<file path="config.mk">
export PLATFORM = sky130hd
export DESIGN_NAME = timer_unit
export DESIGN_NICKNAME = d
export VERILOG_FILES = /design/src/rtl/tmr_pkg.sv /design/src/rtl/tmr_period_sel.sv /design/src/rtl/tmr_timebase.sv /design/src/rtl/tmr_pit.sv /design/src/rtl/tmr_wdog.sv /design/src/rtl/timer_unit.sv
export SDC_FILE = /design/constraint.sdc
export NUM_CORES = 1
export LEC_CHECK = 0
export ABC_AREA = 1
export BUFFER_PORTS_ARGS = -buffer_cell sky130_fd_sc_hd__clkbuf_2
export CAP_MARGIN = 20
export CORE_UTILIZATION = 45
export CTS_BUF_LIST = sky130_fd_sc_hd__clkbuf_16
export DETAILED_ROUTE_END_ITERATION = 8
export HOLD_SLACK_MARGIN = 0.15
export PLACE_DENSITY_LB_ADDON = 0.2
export SLEW_MARGIN = 10
export SYNTH_ARGS = -nofsm -noshare
export SYNTH_HDL_FRONTEND = slang
export SYNTH_SLANG_ARGS = --single-unit
</file>
<file path="constraint.sdc">
create_clock -name clk -period 4.21 [get_ports clk]
set_input_delay 0.842 -clock clk [delete_from_list [all_inputs] [get_ports clk]]
set_output_delay 0.842 -clock clk [all_outputs]
set_load 0.05 [all_outputs]
</file>
<file path="src/rtl/tmr_pkg.sv">
// Shared constants for the timer unit: control/status bit positions,
// reset kind encoding and elaboration helpers.
// Assumes a 32-bit control and status register.
package tmr_pkg;

    // Control register fields
    localparam int CTL_WDT_PER = 30;  // 31:30 watchdog period code
    localparam int CTL_WDT_RST = 28;  // 29:28 watchdog reset kind
    localparam int CTL_WDT_IE  = 27;
    localparam int CTL_PIT_IE  = 26;  // also the run enable of the counter
    localparam int CTL_FIT_PER = 24;  // 25:24 fixed-interval period code
    localparam int CTL_FIT_IE  = 23;
    localparam int CTL_PIT_AR  = 22;

    // Status register fields
    localparam int STS_WDT_ARM = 31;
    localparam int STS_WDT_HIT = 30;
    localparam int STS_RST_LO  = 28;  // 29:28 recorded reset kind
    localparam int STS_PIT     = 27;
    localparam int STS_FIT     = 26;
    localparam logic [31:0] STS_LIVE = 32'hFC00_0000;

    typedef enum logic [1:0] {
        RST_NONE = 2'd0,
        RST_CORE = 2'd1,
        RST_CHIP = 2'd2,
        RST_SYS  = 2'd3
    } rst_kind_e;

    // Largest exponent reached by a four-code period selector
    function automatic int exp_top(input int base, input int step);
        return base + 3 * step;
    endfunction

    function automatic int imax(input int a, input int b);
        return (a > b) ? a : b;
    endfunction

endpackage

</file>
<file path="src/rtl/tmr_period_sel.sv">
// Period decoder: flags the tick on which the low EXP bits of the time base
// are all ones, i.e. the tick that completes a 2^EXP period. Four exponents
// EXP0 + k*EXP_STEP are built, one per code. Assumes EXP0 >= 1 and that the
// largest exponent does not exceed TB_W.
module tmr_period_sel #(
    parameter int EXP0     = 9,
    parameter int EXP_STEP = 4,
    parameter int TB_W     = 21
) (
    input  logic            tick,
    input  logic [TB_W-1:0] tb,
    input  logic [1:0]      code,
    output logic            evt
);

    logic [3:0] hit;

    // One all-ones compare per period code
    for (genvar k = 0; k < 4; k++) begin : g_code
        localparam int EXP_K = EXP0 + EXP_STEP * k;
        localparam logic [TB_W-1:0] MASK_K = TB_W'((64'd1 << EXP_K) - 64'd1);
        assign hit[k] = ((tb & MASK_K) == MASK_K);
    end

    assign evt = tick & hit[code];

endmodule

</file>
<file path="src/rtl/tmr_timebase.sv">
// Shared time base with the two period decoders. The counter advances on
// tick and wraps at 2^TB_W, where TB_W is the largest exponent in use, so
// every selectable period divides the wrap.
module tmr_timebase #(
    parameter int FIT_EXP0     = 9,
    parameter int FIT_EXP_STEP = 4,
    parameter int WDT_EXP0     = 17,
    parameter int WDT_EXP_STEP = 4,
    parameter int TB_W         = 29
) (
    input  logic       clk,
    input  logic       rst_n,
    input  logic       tick,
    input  logic [1:0] fit_code,
    input  logic [1:0] wdt_code,
    output logic       fit_evt,
    output logic       wdt_evt
);

    logic [TB_W-1:0] tb;

    // Time base counter
    always_ff @(posedge clk) begin
        if (!rst_n)
            tb <= '0;
        else if (tick)
            tb <= tb + TB_W'(1);
    end

    tmr_period_sel #(
        .EXP0(FIT_EXP0), .EXP_STEP(FIT_EXP_STEP), .TB_W(TB_W)
    ) u_fit_sel (
        .tick(tick), .tb(tb), .code(fit_code), .evt(fit_evt)
    );

    tmr_period_sel #(
        .EXP0(WDT_EXP0), .EXP_STEP(WDT_EXP_STEP), .TB_W(TB_W)
    ) u_wdt_sel (
        .tick(tick), .tb(tb), .code(wdt_code), .evt(wdt_evt)
    );

endmodule

</file>
<file path="src/rtl/tmr_pit.sv">
// Programmable down-counter. A load sets both the count and the reload
// value. It runs only while enabled, with a reload value above one and a
// nonzero count. The expiry flag is combinational, for the tick that takes
// the count from 1 to 0. A load wins over counting in the same cycle.
module tmr_pit #(
    parameter int CW = 32
) (
    input  logic          clk,
    input  logic          rst_n,
    input  logic          tick,
    input  logic          load,
    input  logic [CW-1:0] load_val,
    input  logic          en,
    input  logic          auto_rl,
    output logic [CW-1:0] count,
    output logic          expire
);

    logic [CW-1:0] cnt;
    logic [CW-1:0] rel;
    logic          running;

    // Run qualification and expiry detect
    always_comb begin
        running = en && (rel > CW'(1)) && (cnt != '0);
        expire  = tick && running && (cnt == CW'(1)) && !load;
    end

    // Count, reload value and load handling
    always_ff @(posedge clk) begin
        if (!rst_n) begin
            cnt <= '0;
            rel <= '0;
        end else if (load) begin
            cnt <= load_val;
            rel <= load_val;
        end else if (tick && running) begin
            if (cnt == CW'(1))
                cnt <= auto_rl ? rel : '0;
            else
                cnt <= cnt - CW'(1);
        end
    end

    assign count = cnt;

endmodule

</file>
<file path="src/rtl/tmr_wdog.sv">
// Watchdog stage logic. From the current stage (status bits 31:30) it picks
// the action at a period event: arm, raise interrupt, or record the reset
// kind and issue one registered single-cycle reset pulse.
module tmr_wdog
    import tmr_pkg::*;
(
    input  logic       clk,
    input  logic       rst_n,
    input  logic       evt,
    input  logic [1:0] stage,
    input  logic [1:0] rst_code,
    output logic       set_arm,
    output logic       set_hit,
    output logic       latch_code,
    output logic       core_pulse,
    output logic       chip_pulse,
    output logic       sys_pulse
);

    rst_kind_e kind;

    // Stage decode at a period event
    always_comb begin
        kind       = rst_kind_e'(rst_code);
        set_arm    = evt && !stage[1];
        set_hit    = evt && (stage == 2'b10);
        latch_code = evt && (stage == 2'b11);
    end

    // Registered reset request pulses
    always_ff @(posedge clk) begin
        if (!rst_n) begin
            core_pulse <= 1'b0;
            chip_pulse <= 1'b0;
            sys_pulse  <= 1'b0;
        end else begin
            core_pulse <= latch_code && (kind == RST_CORE);
            chip_pulse <= latch_code && (kind == RST_CHIP);
            sys_pulse  <= latch_code && (kind == RST_SYS);
        end
    end

endmodule

</file>
<file path="src/rtl/timer_unit.sv">
// Timer unit top: control register, write-one-to-clear status register,
// shared time base, programmable counter and watchdog. Events use the
// control value held before a same-cycle control write. Status clears apply
// before new events, so an event wins over a clear of its own bit.
module timer_unit
    import tmr_pkg::*;
#(
    parameter int FIT_EXP0     = 9,
    parameter int FIT_EXP_STEP = 4,
    parameter int WDT_EXP0     = 17,
    parameter int WDT_EXP_STEP = 4,
    parameter int PIT_W        = 32
) (
    input  logic             clk,
    input  logic             rst_n,
    input  logic             tick,
    input  logic             ctrl_wr,
    input  logic [31:0]      ctrl_wdata,
    input  logic             stat_clr_wr,
    input  logic [31:0]      stat_clr_mask,
    input  logic             pit_wr,
    input  logic [PIT_W-1:0] pit_wdata,
    output logic [31:0]      ctrl_q,
    output logic [31:0]      stat_q,
    output logic [PIT_W-1:0] pit_count,
    output logic             fit_irq,
    output logic             pit_irq,
    output logic             wdog_irq,
    output logic             core_rst,
    output logic             chip_rst,
    output logic             sys_rst
);

    localparam int TB_W = imax(exp_top(FIT_EXP0, FIT_EXP_STEP),
                               exp_top(WDT_EXP0, WDT_EXP_STEP));

    logic [31:0] ctrl_r;
    logic [31:0] stat_r;
    logic [31:0] stat_nx;
    logic        fit_evt;
    logic        wdt_evt;
    logic        pit_exp;
    logic        wd_arm;
    logic        wd_hit;
    logic        wd_latch;

    tmr_timebase #(
        .FIT_EXP0(FIT_EXP0), .FIT_EXP_STEP(FIT_EXP_STEP),
        .WDT_EXP0(WDT_EXP0), .WDT_EXP_STEP(WDT_EXP_STEP),
        .TB_W(TB_W)
    ) u_tb (
        .clk(clk), .rst_n(rst_n), .tick(tick),
        .fit_code(ctrl_r[CTL_FIT_PER +: 2]),
        .wdt_code(ctrl_r[CTL_WDT_PER +: 2]),
        .fit_evt(fit_evt), .wdt_evt(wdt_evt)
    );

    tmr_pit #(.CW(PIT_W)) u_pit (
        .clk(clk), .rst_n(rst_n), .tick(tick),
        .load(pit_wr), .load_val(pit_wdata),
        .en(ctrl_r[CTL_PIT_IE]), .auto_rl(ctrl_r[CTL_PIT_AR]),
        .count(pit_count), .expire(pit_exp)
    );

    tmr_wdog u_wdog (
        .clk(clk), .rst_n(rst_n), .evt(wdt_evt),
        .stage(stat_r[STS_WDT_HIT +: 2]),
        .rst_code(ctrl_r[CTL_WDT_RST +: 2]),
        .set_arm(wd_arm), .set_hit(wd_hit), .latch_code(wd_latch),
        .core_pulse(core_rst), .chip_pulse(chip_rst), .sys_pulse(sys_rst)
    );

    // Control register, whole-word write
    always_ff @(posedge clk) begin
        if (!rst_n)
            ctrl_r <= '0;
        else if (ctrl_wr)
            ctrl_r <= ctrl_wdata;
    end

    // Next status: clear first, then recorded kind, then new events
    always_comb begin
        stat_nx = stat_r;
        if (stat_clr_wr)
            stat_nx = stat_nx & ~stat_clr_mask;
        if (wd_latch)
            stat_nx[STS_RST_LO +: 2] = ctrl_r[CTL_WDT_RST +: 2];
        if (wd_arm)
            stat_nx[STS_WDT_ARM] = 1'b1;
        if (wd_hit)
            stat_nx[STS_WDT_HIT] = 1'b1;
        if (pit_exp)
            stat_nx[STS_PIT] = 1'b1;
        if (fit_evt)
            stat_nx[STS_FIT] = 1'b1;
        stat_nx = stat_nx & STS_LIVE;
    end

    // Status register
    always_ff @(posedge clk) begin
        if (!rst_n)
            stat_r <= '0;
        else
            stat_r <= stat_nx;
    end

    // Interrupt requests gated by their enables
    always_comb begin
        fit_irq  = stat_r[STS_FIT] & ctrl_r[CTL_FIT_IE];
        pit_irq  = stat_r[STS_PIT] & ctrl_r[CTL_PIT_IE];
        wdog_irq = stat_r[STS_WDT_HIT] & ctrl_r[CTL_WDT_IE];
    end

    assign ctrl_q = ctrl_r;
    assign stat_q = stat_r;

endmodule

</file>
# After elaboration in Yosys (flattened, before gate mapping)
# Index checks and enable logic that the tools add are counted.
# totals
regBits,160
latch_bits,0
mem_bits_rw,0
rom_bits,0
inputBits,102
n_memories,0
# op_classes
addsub,2
mul,0
div,0
magnitude_cmp,3
n_eq_ne,12
shifts,0
mux,14
bitwise,7
reduce_logical,20
# op_table
cell,n
$mux W32,5
$and A32 B32 Y32,1
$eq A32 B1 Y1 const B,1
$gt A32 B1 Y1 const B,1
$not A32 Y32,1
$reduce_bool A32 Y1,1
$sub A32 B1 Y32 const B,1
$add A29 B1 Y29 const B,1
$eq A29 B29 Y1 const B,1
$eq A25 B25 Y1 const B,1
$eq A21 B21 Y1 const B,1
$eq A17 B17 Y1 const B,1
$eq A13 B13 Y1 const B,1
$reduce_bool A2 Y1,6
$logic_and A1 B1 Y1,11
$eq A9 B9 Y1 const B,1
$eq A2 B2 Y1 const B,4
$lt A2 B3 Y1 const B,2
$mux W1,6
$and A1 B1 Y1,5
$bmux W1 S2,2
$eq A2 B1 Y1 const B,1
$logic_not A1 Y1,2
$mux W2,1

# Logic depth before layout (Yosys ltp)
# depth
depth_word,7
ltp_mapped,13

# Hierarchy
# From an unflattened synthesis, not the netlist that was laid out.
# unflattened
cells_unflattened,1236
area_unflattened_um2,7713.6
# by_module_without_submodules
module,n_inst,cells_per_inst,area_each_um2
tmr_pit,1,670,4041.4
tmr_timebase,1,282,1735.4
timer_unit,1,207,1562.7
tmr_period_sel at u_tb.u_wdt_sel,1,34,140.1
tmr_wdog,1,17,122.6
tmr_period_sel at u_tb.u_fit_sel,1,26,111.4

# Worst setup path before layout
# OpenSTA, ideal clock, no wires.
# synth_path
path_kind,register -> register
start,"register u_pit.cnt[0], in the netlist u_pit.count[0]"
end,"register u_pit.cnt[27], in the netlist u_pit.count[27]"
setup_ps,65
t_arrival_ps,2083
required_time_ps,4145
slack_ps,2062
path_stages_with_launch,13
n_path_buf,1
path_cell_list,dfxtp_1 inv_1 ha_1 nand2_2 nor2_2 nand2_1 nor2_2 nor2_2 nand2_2 nand2_2 clkbuf_1 o21ai_0 nor2_1
# synth_between
elab_chain_cells,4
elab_cells_between_ends,9
# synth_rtl
item,line,source
start: declaration,tmr_pit.sv:19,logic [CW-1:0] cnt;
start signal: assignment,tmr_pit.sv:35,cnt <= load_val;
start signal: assignment,tmr_pit.sv:39,cnt <= auto_rl ? rel : '0;
start signal: assignment,tmr_pit.sv:41,cnt <= cnt - CW'(1);
"$sub A32 B1 Y32, or another cell as far along",tmr_pit.sv:41,
$mux W32 / $logic_and A1 B1 Y1 (equally long branches),"tmr_pit.sv:38, tmr_pit.sv:25",
$mux W32 / $logic_and A1 B1 Y1 (equally long branches),tmr_pit.sv:37,end else if (tick && running) begin
$mux W32 / $reduce_bool A2 Y1 (equally long branches),n/a,
# Several ways; a longest one is shown, not always the timed one. The select of a mux whose other input is x is not followed.
# A chain may end at the register's enable or synchronous reset.

# Final worst setup path
# layout_path
start,"register u_pit.cnt[0], in the netlist u_pit.count[0]"
end,"register u_pit.cnt[19], in the netlist u_pit.count[19]"
# Same word-level chain as after synthesis.

==> run summary <==
The data required time of the critical path was 4530 ps. For the deepest level of the CTS H-tree, the log shows 4. The first detailed-routing pass ran for 5 iterations.

The run gives 23.8% as the total routing usage reported by global routing. The tools report the distinct cell type count after synthesis as 40. The count of cells in the finished layout, fillers not included, comes to 1372. Slew of the pin with the lowest slew margin: 874 ps.

Average vias per placed instance: 5.01. Final worst clock skew: 12.6 ps. The die is 127 um tall.

The number of antenna violations at the first check in global routing is 1. The count of nets left with antenna violations after detail routing was 0. The critical path starts at u_pit.count[0]$_SDFFE_PN0P_.

The initial utilization of the core area, before any placement, comes to 46.1%. After clock tree synthesis, the repair step resized 0 gates. The clock network burns 39.9% of the power. In the final routed layout, each cell accounts on average for 13.4 um. The internal power of the cells totals 2340 uW.

The tools report the weighted congestion at the end of routability-driven global placement as 0.935. For the final net count, the log shows 1278. TritonCTS built the clock tree.

The initial DRC count came out at 385. The portion of the clock cycle consumed by the worst path in the final layout is 59.3%. In the final timing run, aggregate negative setup slack is 0 ps. The flow ran to the end, and the final reports show no timing, DRC or antenna violations. STA classifies the critical path startpoint as a flop. In this run, placement finished with an instance count of 1340. Grouping stages by cell kind, the critical path spends the most delay in simple AND/OR/NAND/NOR gates. The number of global-route vias before repair was 6418; the number of maximum-capacitance violations was 0.

The total number of vias is 6872, and the post-route worst hold slack is 456 ps. In the final layout, the share of cells above drive strength 1 is 19.9%. The run gives 0 as the hold violation count in the final report. Counting flops with an async set or reset pin after synthesis yields a share of 0%. Setup repair after global routing left no endpoint under its margin. The number of I/O port buffers is 151.

The tools report the number of top-level pins as 204. The number of buffer and inverter stages on the critical path is 2. The startpoint identified for the worst hold timing path is ctrl_q[28]$_SDFFE_PN0P_. For this run, the leading register cell type out of synthesis is dfxtp_1. For this design, the slowest cell found on the critical path is dfxtp_1. Clock latency on the worst-skew pair: 430 ps.

Post-CTS timing repair inserted 0 buffers for setup. VDD sags by at most 247 uV. In this run the power spent charging and discharging nets is 1170 uW. The relative area change from synthesis to final layout works out to 18.3%.

After legalization and detailed placement, the total HPWL measured 13500 um. Counting along the longest clock path gives a buffer depth of 2. The synthesized netlist occupies a cell area of 7010 um2. The tools report the logic gate share of total power as 19.8%.

The synthesized instance count is 1036. Timing would allow up to 0.401 GHz. The die width came out at 127 um. The run gives 0 as the number of DRC violations after detailed routing.

Classification of the worst setup path: flop to flop. Clock tree synthesis found a total of 134 sinks. A synthesized cell averages 6.76 um2.

The register bit total from synthesis was 134; the total number of placement rows was 45. The delay of the slowest cell on the worst path came out at 400 ps. Measured against its own limit, the worst slew margin works out to 41.5%. For the sequential fraction of design power, the log shows 40.3%. The area of the die was 16100 um2; the data arrival at the endpoint of the critical path was 2810 ps. The tightest min-delay check is of the flop to flop type. Net switching is 33.3% of the power. The number of clock buffers added by TritonCTS is 17. The logs give 0 for the remaining global-route overflow and 15200 um2 for the area of the placeable core. The post-route total power is 3510 uW, and the leakage power figure is 0.00375 uW.

The signal on the critical path passes through inv_1 -> ha_1 -> nand2_2 -> nor2_2 -> nand2_1 -> nor2_2 -> nor2_2 -> nand2_2 -> nand2_2 -> buf_4 -> nand3_1 -> nor2_1 -> nor2_1. The routed design could run at a clock period as short as 2500 ps. Dividing total power by cell area gives a power density of 423 nW/um2. In this run, synthesis inferred 0 flip-flops with an integrated enable. Reg-to-reg startpoint: u_pit.count[0]$_SDFFE_PN0P_. The count of hold buffers inserted by post-cts repair is 0, and the worst setup slack for register-to-register paths is 1710 ps. After clock tree synthesis, the clock-pin slew on the worst setup and hold paths is 60 ps.

Entering global routing, the biggest net connects 45 pins. The tools report the endpoint class of the critical path as a flop. The routed design has 18400 um of wire. The Yosys step of the flow raised 0 warnings.

The tools report the proportion of synthesized chip area in sequential cells as 38.3%. The maximum fanout count along the critical path came out at 24. Setup violations remaining at the end of the flow were counted as 0. The root buffer cell chosen for the clock tree is clkbuf_16. The final max-slew violation count was 0; the first-pass GRT wire length was 30500 um.
[power groups by stage]
stage | logic (uW) | registers, uW | clock network (uW)
floorplan | 396 | 1580 | 0
global placement | 690 | 1440 | 0
detailed placement | 696 | 1440 | 0
CTS | 699 | 1410 | 1430
global route | 763 | 1420 | 1490
finish | 696 | 1410 | 1400
[stage by stage]
step                area [um2]  setup WS (ps)  utilization [%]
floorplan                 7100           2060                -
global placement          7730           1380             50.9
detailed placement        7730           1360             50.9
CTS                       8290           1690             54.5
global route              8290           1420             54.5
finish                    8290           1710             54.5
[cell families (layout without fill, tap and decap cells)]
logic type / Yosys count / after routing / share of synthesized area, %
compound gates: 166 / 166 / 13.6
xor+xnor: 24 / 24 / 3.00
fa+ha+maj: 5 / 5 / 0.893
buf+inv: 144 / 266 / 10.1
flops: 134 / 134 / 38.3
other cells: 1 / 27 / 0.0535
simple gates: 562 / 562 / 34.0
[sequential cells by signal, summed over array words and instances (netlist names)]
register           count
ctrl_q                32
stat_q                 6
u_pit.count           32
u_pit.rel             32
u_tb.tb               29
u_wdog.chip_pulse      1
u_wdog.core_pulse      1
u_wdog.sys_pulse       1
[cell usage in the layout, fill, tap and decap left out, types with 3 or more instances in the layout]
cell type	n
nor2_4	4
ha_1	5
o211ai_1	8
inv_6	4
nand3b_1	3
nor2_2	13
o21ai_2	4
clkbuf_2	151
o21ai_1	18
dfxtp_1	134
nand2_2	5
clkinv_2	3
clkinvlp_4	4
a31oi_1	3
o211ai_2	10
xnor2_1	8
nor4_1	4
nand4_1	16
xor2_1	16
conb_1	26
o21ai_0	61
clkbuf_16	17
nor3_1	19
inv_1	72
nand3_1	49
nand2_1	204
nor2_1	234
nand3_2	4
a21oi_1	57
buf_4	9
[path summary, 6_finish.rpt]
check,end,cells after the start
setup / recovery,u_pit.count[19]$_SDFFE_PN0P_,13
hold reg to reg,u_wdog.chip_pulse$_SDFF_PN0_,1
setup reg to reg,u_pit.count[19]$_SDFFE_PN0P_,13
hold / removal,u_wdog.chip_pulse$_SDFF_PN0_,1
[synthesized netlist by cell type, drive strengths merged, types with 3 or more instances]
master	n	area share [%]
buf	40	4.6
nand2	209	11
o21ai	83	6.1
nor2	251	14
xnor2	8	1.0
dfxtp	134	38
a31oi	3	0.27
nor3	21	1.6
nand3	53	4.1
nand4	16	1.4
inv	73	3.9
o211ai	18	2.6
a21oi	57	4.1
nand3b	3	0.32
nor4	4	0.36
clkbuf	29	1.6
ha	5	0.89
xor2	16	2.0
[cell type report]
type / instances / area (um2)
Fill cell: 1539 / 6910
Multi-Input combinational cell: 783 / 3710
Sequential cell: 134 / 2680
Timing Repair Buffer: 160 / 823
Clock buffer: 17 / 425
Inverter: 75 / 282
Tap cell: 188 / 235
Clock inverter: 14 / 128
Antenna cell: 1 / 2.50
[routing by layer]
metal,vias to the layer above,share of wire [%],GRT usage [%]
li1,3565,-,-
met1,3084,44,28.4
met2,202,48,41.4
met3,21,6.7,7.13
met4,0,1.5,6.86
met5,-,0,0
(Power assumes the default switching activity.)
